--- src/rtl/tpdf_pkg.sv ---
package tpdf_pkg;
    // Default Galois feedback masks for the two dither generators
    localparam logic [31:0] DEF_TAPS_A = 32'h0000_B400;
    localparam logic [31:0] DEF_TAPS_B = 32'h0000_D008;
    // Default nonzero seeds
    localparam logic [31:0] DEF_SEED_A = 32'h0000_ACE1;
    localparam logic [31:0] DEF_SEED_B = 32'h0000_5EED;

    // One right-shifting Galois step on a zero-extended state
    function automatic logic [31:0] galois_step(input logic [31:0] s, input logic [31:0] taps);
        galois_step = s[0] ? ((s >> 1) ^ taps) : (s >> 1);
    endfunction
endpackage

--- src/rtl/tpdf_lfsr.sv ---
module tpdf_lfsr
    import tpdf_pkg::*;
#(
    parameter int          W    = 16,
    parameter logic [31:0] TAPS = DEF_TAPS_A,
    parameter logic [31:0] SEED = DEF_SEED_A
) (
    input  logic         clk,
    input  logic         rst,
    input  logic         adv,
    output logic [W-1:0] state
);
    logic [W-1:0] state_d, state_q;
    logic [31:0]  stepped;

    always_comb begin
        stepped = galois_step(32'(state_q), TAPS);
        state_d = state_q;
        if (rst) begin
            state_d = SEED[W-1:0];
        end else if (adv) begin
            state_d = stepped[W-1:0];
        end
    end

    always_ff @(posedge clk) begin
        state_q <= state_d;
    end

    assign state = state_q;

    // the generator never locks up in the all-zero state
    a_r5_lfsr_nonzero: assert property (@(posedge clk) disable iff (rst)
        state_q != '0);

    // no step without an accepted sample
    a_r6_lfsr_hold: assert property (@(posedge clk) disable iff (rst)
        !adv |=> $stable(state_q));
endmodule

--- src/rtl/tpdf_dither.sv ---
module tpdf_dither #(
    parameter int SHIFT = 8
) (
    input  logic [SHIFT-1:0]        ua,
    input  logic [SHIFT-1:0]        ub,
    output logic signed [SHIFT+1:0] dither
);
    // Centre the sum of two uniforms so that it is symmetric about zero
    localparam logic signed [SHIFT+1:0] BIAS = (SHIFT+2)'((2 ** SHIFT) - 1);

    always_comb begin
        dither = $signed({2'b00, ua}) + $signed({2'b00, ub}) - BIAS;
    end
endmodule

--- src/rtl/tpdf_quant.sv ---
module tpdf_quant #(
    parameter int IN_W  = 16,
    parameter int OUT_W = 8,
    localparam int SHIFT = IN_W - OUT_W
) (
    input  logic signed [IN_W-1:0]    sample,
    input  logic signed [SHIFT+1:0]   dither,
    output logic        [OUT_W-1:0]   code
);
    localparam int SW = IN_W + 2;
    localparam logic signed [SW-1:0] HALF = SW'(2 ** (SHIFT - 1));
    localparam logic signed [SW-1:0] MAXC = SW'((2 ** (OUT_W - 1)) - 1);
    localparam logic signed [SW-1:0] MINC = SW'(-(2 ** (OUT_W - 1)));

    logic signed [SW-1:0] sum_w;
    logic signed [SW-1:0] scaled;

    always_comb begin
        sum_w  = SW'(sample) + SW'(dither) + HALF;
        scaled = sum_w >>> SHIFT;
        if (scaled > MAXC) begin
            code = MAXC[OUT_W-1:0];
        end else if (scaled < MINC) begin
            code = MINC[OUT_W-1:0];
        end else begin
            code = scaled[OUT_W-1:0];
        end
    end
endmodule

--- src/rtl/tpdf_requant.sv ---
module tpdf_requant
    import tpdf_pkg::*;
#(
    parameter int          IN_W   = 16,
    parameter int          OUT_W  = 8,
    parameter int          LFSR_W = 16,
    parameter logic [31:0] TAPS_A = DEF_TAPS_A,
    parameter logic [31:0] TAPS_B = DEF_TAPS_B,
    parameter logic [31:0] SEED_A = DEF_SEED_A,
    parameter logic [31:0] SEED_B = DEF_SEED_B
) (
    input  logic             clk,
    input  logic             rst,
    input  logic             in_valid,
    input  logic [IN_W-1:0]  in_sample,
    output logic             out_valid,
    output logic [OUT_W-1:0] out_sample
);
    localparam int SHIFT = IN_W - OUT_W;
    localparam int MAX_OUT = (2 ** (OUT_W - 1)) - 1;

    typedef struct packed {
        logic             valid;
        logic [OUT_W-1:0] sample;
    } out_t;

    out_t r_d, r_q;

    logic [LFSR_W-1:0]        lfsr_a, lfsr_b;
    logic signed [SHIFT+1:0]  dither_w;
    logic [OUT_W-1:0]         code_w;

    tpdf_lfsr #(.W(LFSR_W), .TAPS(TAPS_A), .SEED(SEED_A)) u_lfsr_a (
        .clk(clk), .rst(rst), .adv(in_valid), .state(lfsr_a)
    );

    tpdf_lfsr #(.W(LFSR_W), .TAPS(TAPS_B), .SEED(SEED_B)) u_lfsr_b (
        .clk(clk), .rst(rst), .adv(in_valid), .state(lfsr_b)
    );

    tpdf_dither #(.SHIFT(SHIFT)) u_dither (
        .ua(lfsr_a[SHIFT-1:0]), .ub(lfsr_b[SHIFT-1:0]), .dither(dither_w)
    );

    tpdf_quant #(.IN_W(IN_W), .OUT_W(OUT_W)) u_quant (
        .sample($signed(in_sample)), .dither(dither_w), .code(code_w)
    );

    always_comb begin
        r_d       = r_q;
        r_d.valid = in_valid;
        if (in_valid) begin
            r_d.sample = code_w;
        end
        if (rst) begin
            r_d = '0;
        end
    end

    always_ff @(posedge clk) begin
        r_q <= r_d;
    end

    assign out_valid  = r_q.valid;
    assign out_sample = r_q.sample;

    // one cycle from strobe in to strobe out
    a_r1_valid_follows: assert property (@(posedge clk) disable iff (rst)
        in_valid |=> out_valid);
    a_r1_idle_follows: assert property (@(posedge clk) disable iff (rst)
        !in_valid |=> !out_valid);

    // reset clears the output register
    a_r4_reset_clear: assert property (@(posedge clk)
        rst |=> (!out_valid && out_sample == '0));

    // output word holds while idle
    a_r8_hold_idle: assert property (@(posedge clk) disable iff (rst)
        !in_valid |=> $stable(out_sample));

    // a level-aligned input moves by at most one code
    a_r2_within_one_code: assert property (@(posedge clk) disable iff (rst)
        (in_valid && in_sample[SHIFT-1:0] == '0) |=>
        ((int'($signed(out_sample)) - int'($signed($past(in_sample[IN_W-1:SHIFT])))) <= 1 &&
         (int'($signed(out_sample)) - int'($signed($past(in_sample[IN_W-1:SHIFT])))) >= -1));

    // no sign wrap at either end, exact clamp at the top
    a_r3_no_wrap_pos: assert property (@(posedge clk) disable iff (rst)
        (in_valid && int'($signed(in_sample)) >= (2 ** SHIFT)) |=> !out_sample[OUT_W-1]);
    a_r3_no_wrap_neg: assert property (@(posedge clk) disable iff (rst)
        (in_valid && int'($signed(in_sample)) <= -(2 ** (SHIFT + 1))) |=> out_sample[OUT_W-1]);
    a_r3_sat_top: assert property (@(posedge clk) disable iff (rst)
        (in_valid && in_sample == {1'b0, {(IN_W-1){1'b1}}}) |=>
        (int'($signed(out_sample)) == MAX_OUT));
endmodule

--- config.mk ---
export PLATFORM = sky130hd
export DESIGN_NAME = tpdf_requant
export DESIGN_NICKNAME = d
export VERILOG_FILES = /design/src/rtl/tpdf_pkg.sv /design/src/rtl/tpdf_lfsr.sv /design/src/rtl/tpdf_dither.sv /design/src/rtl/tpdf_quant.sv /design/src/rtl/tpdf_requant.sv
export SDC_FILE = /design/constraint.sdc
export NUM_CORES = 1
export LEC_CHECK = 0
export BUFFER_PORTS_ARGS = -buffer_cell sky130_fd_sc_hd__buf_2
export CELL_PAD_IN_SITES_DETAIL_PLACEMENT = 0
export CELL_PAD_IN_SITES_GLOBAL_PLACEMENT = 2
export CORE_UTILIZATION = 38
export CTS_CLUSTER_DIAMETER = 60
export DETAILED_ROUTE_END_ITERATION = 16
export GPL_TIMING_DRIVEN = 0
export PLACE_DENSITY = 0.8
export SETUP_SLACK_MARGIN = 0.4
export SKIP_LAST_GASP = 1
export SLEW_MARGIN = 20
export SYNTH_ARGS = -nofsm -noshare
export SYNTH_HDL_FRONTEND = slang
export SYNTH_HIERARCHICAL = 1
export SYNTH_SLANG_ARGS = --single-unit
--- constraint.sdc ---
create_clock -name clk -period 5.69 [get_ports clk]
set_clock_uncertainty 0.15 [all_clocks]
set_input_delay 0.8535 -clock clk [delete_from_list [all_inputs] [get_ports clk]]
set_output_delay 0.8535 -clock clk [all_outputs]
set_load 0.02 [all_outputs]
==> results of run 1 <==
## where the power goes
part           switching [mW]  internal, mW  total (mW)
combinational           0.300         0.233       0.532
clock                  0.0968        0.0863       0.183
sequential             0.0208         0.320       0.341
## final cells by class
cell class,count,area (µm²),area share [%]
multi-input cells,253,2000,58.1
flip-flops and latches,41,821,23.8
plain buffers,26,216,6.28
repair buffers,26,130,3.78
well taps,102,128,3.71
clock buffers,6,72.6,2.11
inverters,16,60.1,1.74
clock inverters,2,15.0,0.436
## worst register-to-register path: stages, from the launching register on
cell      delay [ps]
dfxtp_1          320
buf_4            130
ha_1             360
a21oi_1          230
nand2_1           70
o211a_1          230
nor2_1           530
inv_1            100
ha_1             360
ha_1             420
nand2_1          130
o21a_1           230
a21o_1           180
a22oi_1          210
o211ai_2         210
o21ai_1          290
o21ai_0          140
mux2i_1          150
nor2_1            50
## stage by stage
stage,util (%),power [mW]
finish,44.1,1.06
global route,44.1,1.15
CTS,44.1,1.07
detailed placement,43.0,0.882
global placement,43.0,0.883
floorplan,-,0.765
## per-layer routing
| layer | vias up | GRT usage, % |
|---|---|---|
| met5 | - | 0 |
| met4 | 0 | 4.17 |
| met3 | 9 | 2.38 |
| met2 | 28 | 26.4 |
| met1 | 1099 | 19.9 |
| li1 | 1258 | - |
## worst min path at each step
stage / from / to / depth (start not counted)
after floorplan: u_lfsr_b/state[11]$_SDFFE_PP1P_ / u_lfsr_b/state[10]$_SDFFE_PP1P_ / 1
after global placement: u_lfsr_b/state[10]$_SDFFE_PP1P_ / u_lfsr_b/state[9]$_SDFFE_PP1P_ / 1
after detailed placement: u_lfsr_b/state[10]$_SDFFE_PP1P_ / u_lfsr_b/state[9]$_SDFFE_PP1P_ / 1
after CTS: u_lfsr_b/state[10]$_SDFFE_PP1P_ / u_lfsr_b/state[9]$_SDFFE_PP1P_ / 1
after global routing: u_lfsr_b/state[12]$_SDFFE_PP1P_ / u_lfsr_b/state[11]$_SDFFE_PP1P_ / 1
final: u_lfsr_b/state[10]$_SDFFE_PP1P_ / u_lfsr_b/state[9]$_SDFFE_PP1P_ / 1
## cells in the final DEF (no fill, tap or decap), types with 3 or more instances in the layout
master	count
mux2i_1	20
o21ai_1	3
nor2_1	27
buf_6	3
buf_2	30
a21oi_1	21
nor3_1	9
buf_4	15
dfxtp_1	41
nor2b_1	8
a211o_1	13
and2b_2	9
a211oi_2	5
nand2_1	11
a211oi_1	3
nand2b_1	4
o21a_1	4
xor2_1	3
a21o_1	3
xnor2_1	13
inv_1	16
nand3_1	3
o21ai_0	9
clkbuf_8	5
ha_1	38
## state kept, by name (all words and copies together), names as in the netlist
name            count
out_valid           1
u_lfsr_b/state     16
u_lfsr_a/state     16
out_sample          8
==> results.yml, run 1 <==
critical_path:
  r2r-end: "out_sample[2]$_SDFFE_PP0P_"
  path_cells: "buf_4 -> ha_1 -> a21oi_1 -> nand2_1 -> o211a_1 -> nor2_1 -> inv_1 -> ha_1 -> ha_1 -> nand2_1 -> o21a_1 -> a21o_1 -> a22oi_1 -> o211ai_2 -> o21ai_1 -> o21ai_0 -> mux2i_1 -> nor2_1"
  critical_path.max_stage_delay_ps: 530
  crit_top_cell: "ha_1"
  slowest_stage: "nor2_1"
  endpoint_kind: "flop"
  r2r_cells: 18
  arrival_ps: 4630
  crit_start: "u_lfsr_a/state[4]$_SDFFE_PP0P_"
  path_max_fanout: 8
  critPathLaunchType: "flop"
  reg2reg_from: "u_lfsr_a/state[4]$_SDFFE_PP0P_"
  crit_end: "out_sample[2]$_SDFFE_PP0P_"
  path_depth: 18
  cp_num_buf_inv: 2
  critPathKind: "reg2reg"
  critPathRequiredTime_ps: 5730
  reg2reg_slack_ps: 1090
  cp_top_family: "compound AO/OA/AOI/OAI gates"
clock_tree:
  cts.path.max_buffers: 2
  cts_setup_buffers: 0
  cts-root-buf: "clkbuf_8"
  ctsHoldBuffers: 0
  cts_inserted_buffers: 5
  cts_max_level: 2
  clock_sinks: 41
  cts_resized: 0
  clock_latency_ps: 290
  path_clk_slew_ps: 80
  tritoncts: "done"
global_routing:
  grtUsageTotal_pct: 15.4
  first_global_vias: 2275
  overflow: 0
  grt_antenna_before_repair: 0
  grt_pass1_wl_mm: 10.7
  grt_max_degree: 15
placement:
  port_buffers: 26
  gp_congestion: 0.848
  place_inst: 464
  place_hpwl_mm: 4.93
  place_ws_ps: 1060
  placement.cell_area_um2: 3360
route:
  routed_wirelength_mm: 6.22
  drc_errors: 0
  first_pass_iters: 4
  met1_length_mm: 3.03
  routedWlPerCell_um: 13.2
  via_count: 2394
  antenna_left: 0
  wl_met2_mm: 2.93
  dr_wl_met3_um: 146
  top_layer: "met4"
  viasPerCell: 5.07
  dr.first_iter.drc_count: 49
synth:
  syn_nets: 394
  ys_warn_count: 6
  synthCells: 336
  syn_area_per_cell_um2: 9.22
  synth_area_um2: 3100
power_and_ir_drop:
  ir_drop_v: 0.000178
  leakage_nw: 1.59
  powerDensity_nw_per_um2: 307
timing:
  setup_viol: 0
  min_period_ps: 4600
  whs_ps: 312
  max_freq_ghz: 0.217
  finalSetupTns_ps: 0
  finalCritPeriodShare_pct: 80.8
  slew_viol_final: 0
  hold_violations: 0
  grt_setup_unrepaired: "false"
  fin_ws_ps: 1090
  tightest_slew_ps: 681
  slew_headroom_pct: 54.5
final_layout:
  nets: 427
  syn2layout_area_growth_pct: 11.1
  final_cell_area_um2: 3440
  layout-drive-gt1-share_pct: 23.8
  fillers: 793
  diodes: 0
  stdcell_count: 472
floorplan:
  core_um2: 7810
  rows: 32
  die_w_um: 92.3
  num_io_pins: 28
  die_y_um: 92.3
  start_util_pct: 39.7
  die-area_um2: 8520
run:
  max_cap_viol_count: 0
status:
  status: "completed"
worst_hold_path:
  min_path_type: "reg2reg"
Note: power is estimated with default switching activity, not from simulation.
==> run 2: changes to the inputs <==
Settings changed: CORE_UTILIZATION 38 to 34, PLACE_DENSITY 0.8 to 0.75.
Clock period 5.69 ns to 4.2 ns, I/O delays scaled along.
==> results.yml, run 2 (same netlist as run 1, synthesis figures left out) <==
status:
  status: "completed"
clock_tree:
  clock_sinks: 41
  cts-root-buf: "clkbuf_8"
  path_clk_slew_ps: 70
  cts.path.max_buffers: 2
  clock_latency_ps: 280
  cts_max_level: 2
  tritoncts: "done"
  cts_inserted_buffers: 5
critical_path:
  critical_path.max_stage_delay_ps: 360
  path_depth: 19
  r2r_cells: 19
  slowest_stage: "fa_2"
  cp_top_family: "compound AO/OA/AOI/OAI gates"
  endpoint_kind: "flop"
  cp_num_buf_inv: 2
  crit_start: "u_lfsr_a/state[0]$_SDFFE_PP1P_"
  crit_end: "out_sample[1]$_SDFFE_PP0P_"
  crit_top_cell: "ha_4"
  arrival_ps: 4010
  critPathKind: "reg2reg"
  r2r-end: "out_sample[1]$_SDFFE_PP0P_"
  path_max_fanout: 4
  path_cells: "buf_6 -> inv_4 -> ha_4 -> fa_2 -> nor2b_4 -> o2111ai_2 -> nand3b_1 -> xor2_1 -> ha_1 -> ha_4 -> a21oi_1 -> o22ai_4 -> o21ai_2 -> mux2_4 -> nor2_4 -> a21oi_4 -> o31ai_2 -> mux2i_1 -> nor2_1"
  critPathRequiredTime_ps: 4270
  reg2reg_from: "u_lfsr_a/state[0]$_SDFFE_PP1P_"
  reg2reg_slack_ps: 260
  critPathLaunchType: "flop"
final_layout:
  syn2layout_area_growth_pct: 29.3
  final_cell_mix: "dfxtp_1 (37), buf_2 (29), buf_4 (26), nor2_1 (25)"
  nets: 440
  diodes: 0
  final_cell_area_um2: 4010
  layout_commonest_cell: "dfxtp_1"
  layout-drive-gt1-share_pct: 42.3
placement:
  gp_congestion: 0.755
  place_hpwl_mm: 5.03
  placement.cell_area_um2: 3410
  port_buffers: 26
worst_hold_path:
  min_path_type: "reg2reg"
  whs_path_depth: 1
floorplan:
  die_w_um: 97.5
  start_util_pct: 35.4
  die-area_um2: 9500
  num_io_pins: 28
  rows: 34
  core_um2: 8760
  die_y_um: 97.5
global_routing:
  grt_max_degree: 15
  overflow: 0
  first_global_vias: 2442
  grtUsageTotal_pct: 14.5
  grt_antenna_before_repair: 0
  grt_pass1_wl_mm: 11.5
route:
  routed_wirelength_mm: 6.66
  wl_met2_mm: 3.21
  routedWlPerCell_um: 13.6
  dr.first_iter.drc_count: 45
  antenna_left: 0
  via_count: 2446
  viasPerCell: 5.00
  dr_wl_met3_um: 111
  met1_length_mm: 3.27
  drc_errors: 0
  first_pass_iters: 4
  top_layer: "met4"
timing:
  finalCritPeriodShare_pct: 93.9
  hold_violations: 0
  slew_viol_final: 0
  min_period_ps: 3940
  tightest_slew_ps: 391
  max_freq_ghz: 0.254
  grt_setup_unrepaired: "true"
  setup_viol: 0
  slew_headroom_pct: 73.7
power_and_ir_drop:
  power_mw: 1.71
  ir_drop_v: 0.000219
  powerDensity_nw_per_um2: 428
  leakage_nw: 1.68
run:
  max_cap_viol_count: 0
run 2: changes by cell type in the layout (fill, tap and decap cells not counted), moves of 3 or more:
cell	previous run	this run
a21oi_1	21	14
a21oi_2	2	8
buf_4	15	26
buf_6	3	6
dfxtp_1	41	37
ha_1	38	20
ha_4	0	16
inv_1	16	13
o21ai_0	9	2
o21ai_2	1	6
run 2: what timing repair did:
item | 4_1_cts | 5_1_grt
gates resized for setup | 63 | 21
endpoints found under the setup margin | 8 | 8
endpoints found under the hold margin | 0 | 0
hold buffers | 0 | 0
pin swaps | 29 | 11
setup buffers | 9 | 4
run 2: area by class of cell:
cell class / instances / area, µm²
inverter: 16 / 62.6
fill: 882 / 4760
sequential: 41 / 831
clock inverter: 1 / 5.00
timing repair buffer: 39 / 228
multi-input combinational: 253 / 2450
tap: 108 / 135
clock buffer: 5 / 68.8
buffer: 26 / 230
run 2: report_power, final:
group	switching [mW]	internal (mW)
Clock	0.120	0.109
Sequential	0.0269	0.434
Combinational	0.532	0.491
run 2: metrics by stage:
| stage | util (%) | instances | worst slack, ps | setup TNS [ps] | hold slack [ps] |
|---|---|---|---|---|---|
| final | 45.7 | 489 | 258 | 0 | 317 |
| after global routing | 45.7 | 489 | 58.6 | 0 | 338 |
| after CTS | 44.5 | 485 | 269 | 0 | 319 |
| after detailed placement | 38.9 | 470 | -66.6 | -155 | 304 |
| after global placement | 38.9 | 470 | -67.5 | -257 | 294 |
| after floorplan | - | 336 | 415 | 0 | 279 |
run 2: how the worst min path moves through the flow:
stage | startpoint | end | slack, ps
4_1_cts | u_lfsr_b/state[11]$_SDFFE_PP1P_ | u_lfsr_b/state[10]$_SDFFE_PP1P_ | 320
3_3_place_gp | u_lfsr_b/state[11]$_SDFFE_PP1P_ | u_lfsr_b/state[10]$_SDFFE_PP1P_ | 290
5_1_grt | u_lfsr_b/state[11]$_SDFFE_PP1P_ | u_lfsr_b/state[10]$_SDFFE_PP1P_ | 340
3_5_place_dp | u_lfsr_a/state[8]$_SDFFE_PP0P_ | u_lfsr_a/state[7]$_SDFFE_PP1P_ | 300
2_1_floorplan | u_lfsr_b/state[11]$_SDFFE_PP1P_ | u_lfsr_b/state[10]$_SDFFE_PP1P_ | 280
6_report | u_lfsr_b/state[11]$_SDFFE_PP1P_ | u_lfsr_b/state[10]$_SDFFE_PP1P_ | 320
run 2: metal layers:
layer	vias to the layer above	global-route usage, %
met5	-	0
met4	0	3.85
met3	6	1.87
met2	26	25.1
met1	1128	19.0
li1	1286	-
==> run 3: changes to the inputs <==
Settings changed: SETUP_SLACK_MARGIN 0.4 to 0.1.
==> results.yml, run 3 (same netlist as run 1, synthesis figures left out) <==
route:
  drc_errors: 0
  antenna_left: 0
  dr.first_iter.drc_count: 58
  routed_wirelength_mm: 6.72
  via_count: 2457
  viasPerCell: 5.06
  routedWlPerCell_um: 13.8
  first_pass_iters: 4
final_layout:
  final_cell_mix: "dfxtp_1 (35), buf_2 (29), nor2_1 (24), buf_4 (22)"
  stdcell_count: 486
  nets: 437
  diodes: 0
  layout-drive-gt1-share_pct: 40.5
  final_cell_area_um2: 3930
  layout_commonest_cell: "dfxtp_1"
  syn2layout_area_growth_pct: 26.6
timing:
  max_freq_ghz: 0.253
  slew_viol_final: 0
  min_period_ps: 3950
  grt_setup_unrepaired: "true"
  setup_viol: 0
  tightest_slew_ps: 391
  finalSetupTns_ps: 0
  finalCritPeriodShare_pct: 94.0
  slew_headroom_pct: 73.7
  hold_violations: 0
floorplan:
  rows: 34
  die_w_um: 97.5
  start_util_pct: 35.4
  die_y_um: 97.5
  num_io_pins: 28
  die-area_um2: 9500
  core_um2: 8760
critical_path:
  critPathRequiredTime_ps: 4220
  path_cells: "buf_4 -> ha_4 -> o211ai_2 -> a21oi_4 -> o211a_1 -> nor2_4 -> buf_4 -> ha_1 -> ha_2 -> a21o_1 -> a21oi_1 -> a21boi_1 -> or3_4 -> a211oi_2 -> a211oi_2 -> mux2i_1 -> nor2_1"
  critPathKind: "reg2reg"
  endpoint_kind: "flop"
  path_max_fanout: 6
  path_depth: 17
  critPathLaunchType: "flop"
  arrival_ps: 3970
  cp_num_buf_inv: 2
  cp_top_family: "compound AO/OA/AOI/OAI gates"
  critical_path.max_stage_delay_ps: 390
  r2r_cells: 17
  slowest_stage: "or3_4"
clock_tree:
  cts_inserted_buffers: 5
  cts-root-buf: "clkbuf_8"
  tritoncts: "done"
  clock_sinks: 41
  cts_max_level: 2
  cts.path.max_buffers: 2
  clock_latency_ps: 280
  ctsHoldBuffers: 0
  path_clk_slew_ps: 70
global_routing:
  grtUsageTotal_pct: 14.3
  grt_max_degree: 15
  grt_antenna_before_repair: 0
  grt_pass1_wl_mm: 11.1
  first_global_vias: 2383
  overflow: 0
power_and_ir_drop:
  pwr-share-seq_pct: 27.7
  leakage_nw: 1.66
  switching_share_pct: 39.5
  clkPwrFrac_pct: 13.8
  p_comb_share_pct: 58.4
  intPower_mw: 1.00
  p_sw_mw: 0.655
  ir_drop_v: 0.000269
  powerDensity_nw_per_um2: 423
status:
  status: "completed"
placement:
  place_hpwl_mm: 5.06
  gp_congestion: 0.763
  port_buffers: 26
  place_inst: 470
  placement.cell_area_um2: 3360
run:
  max_cap_viol_count: 0
worst_hold_path:
  whs_path_depth: 1
  min_path_type: "reg2reg"
## run 3: worst paths after layout
kind	start	end	slack, ps
min	u_lfsr_b/state[11]$_SDFFE_PP1P_	u_lfsr_b/state[10]$_SDFFE_PP1P_	310
min reg2reg	u_lfsr_b/state[11]$_SDFFE_PP1P_	u_lfsr_b/state[10]$_SDFFE_PP1P_	310
max	u_lfsr_a/state[2]$_SDFFE_PP0P_	out_sample[4]$_SDFFE_PP0P_	250
max reg2reg	u_lfsr_a/state[2]$_SDFFE_PP0P_	out_sample[4]$_SDFFE_PP0P_	250
## run 3: timing repair
| action | in CTS | in global routing |
|---|---|---|
| pin swaps | 11 | 29 |
| buffers inserted | 3 | 9 |
| endpoints found under the setup margin | 8 | 7 |
| resized for setup | 31 | 57 |
## run 3: power by group through the flow
stage	Clock (mW)	Sequential [mW]	Combinational, mW
after global routing	0.262	0.464	1.07
final	0.230	0.460	0.969
after global placement	0	0.470	0.726
after detailed placement	0	0.471	0.729
after floorplan	0	0.492	0.545
after CTS	0.241	0.462	0.827
## run 3: metal layers
metal	track usage, %	wire length [µm]
met1	19.2	3230
met2	23.6	3230
met3	2.59	145
met4	3.85	117
met5	0	0
## run 3: worst reg2reg max path: stages, from the launching register on
cell	delay, ps
dfxtp_2	330
buf_4	140
ha_4	250
o211ai_2	220
a21oi_4	60
o211a_1	280
nor2_4	180
buf_4	160
ha_1	230
ha_2	330
a21o_1	230
a21oi_1	280
a21boi_1	130
or3_4	390
a211oi_2	240
a211oi_2	70
mux2i_1	130
nor2_1	60
## run 3: through the flow
| step | hold WS [ps] | power (mW) | setup slack (ps) | util (%) |
|---|---|---|---|---|
| 3_3_place_gp | 295 | 1.20 | -464 | 38.4 |
| 2_1_floorplan | 279 | 1.04 | 214 | - |
| 5_1_grt | 338 | 1.79 | 66.9 | 44.8 |
| 4_1_cts | 319 | 1.53 | 89.3 | 41.3 |
| 3_5_place_dp | 302 | 1.20 | -466 | 38.4 |
| 6_report | 314 | 1.66 | 254 | 44.8 |
## run 3: cell type report
type	count	area, µm²
inverter	16	60.1
timing repair buffer	38	231
fill	864	4840
buffer	24	208
multi-input combinational	253	2380
sequential	41	833
tap	108	135
clock buffer	5	68.8
clock inverter	1	5.00
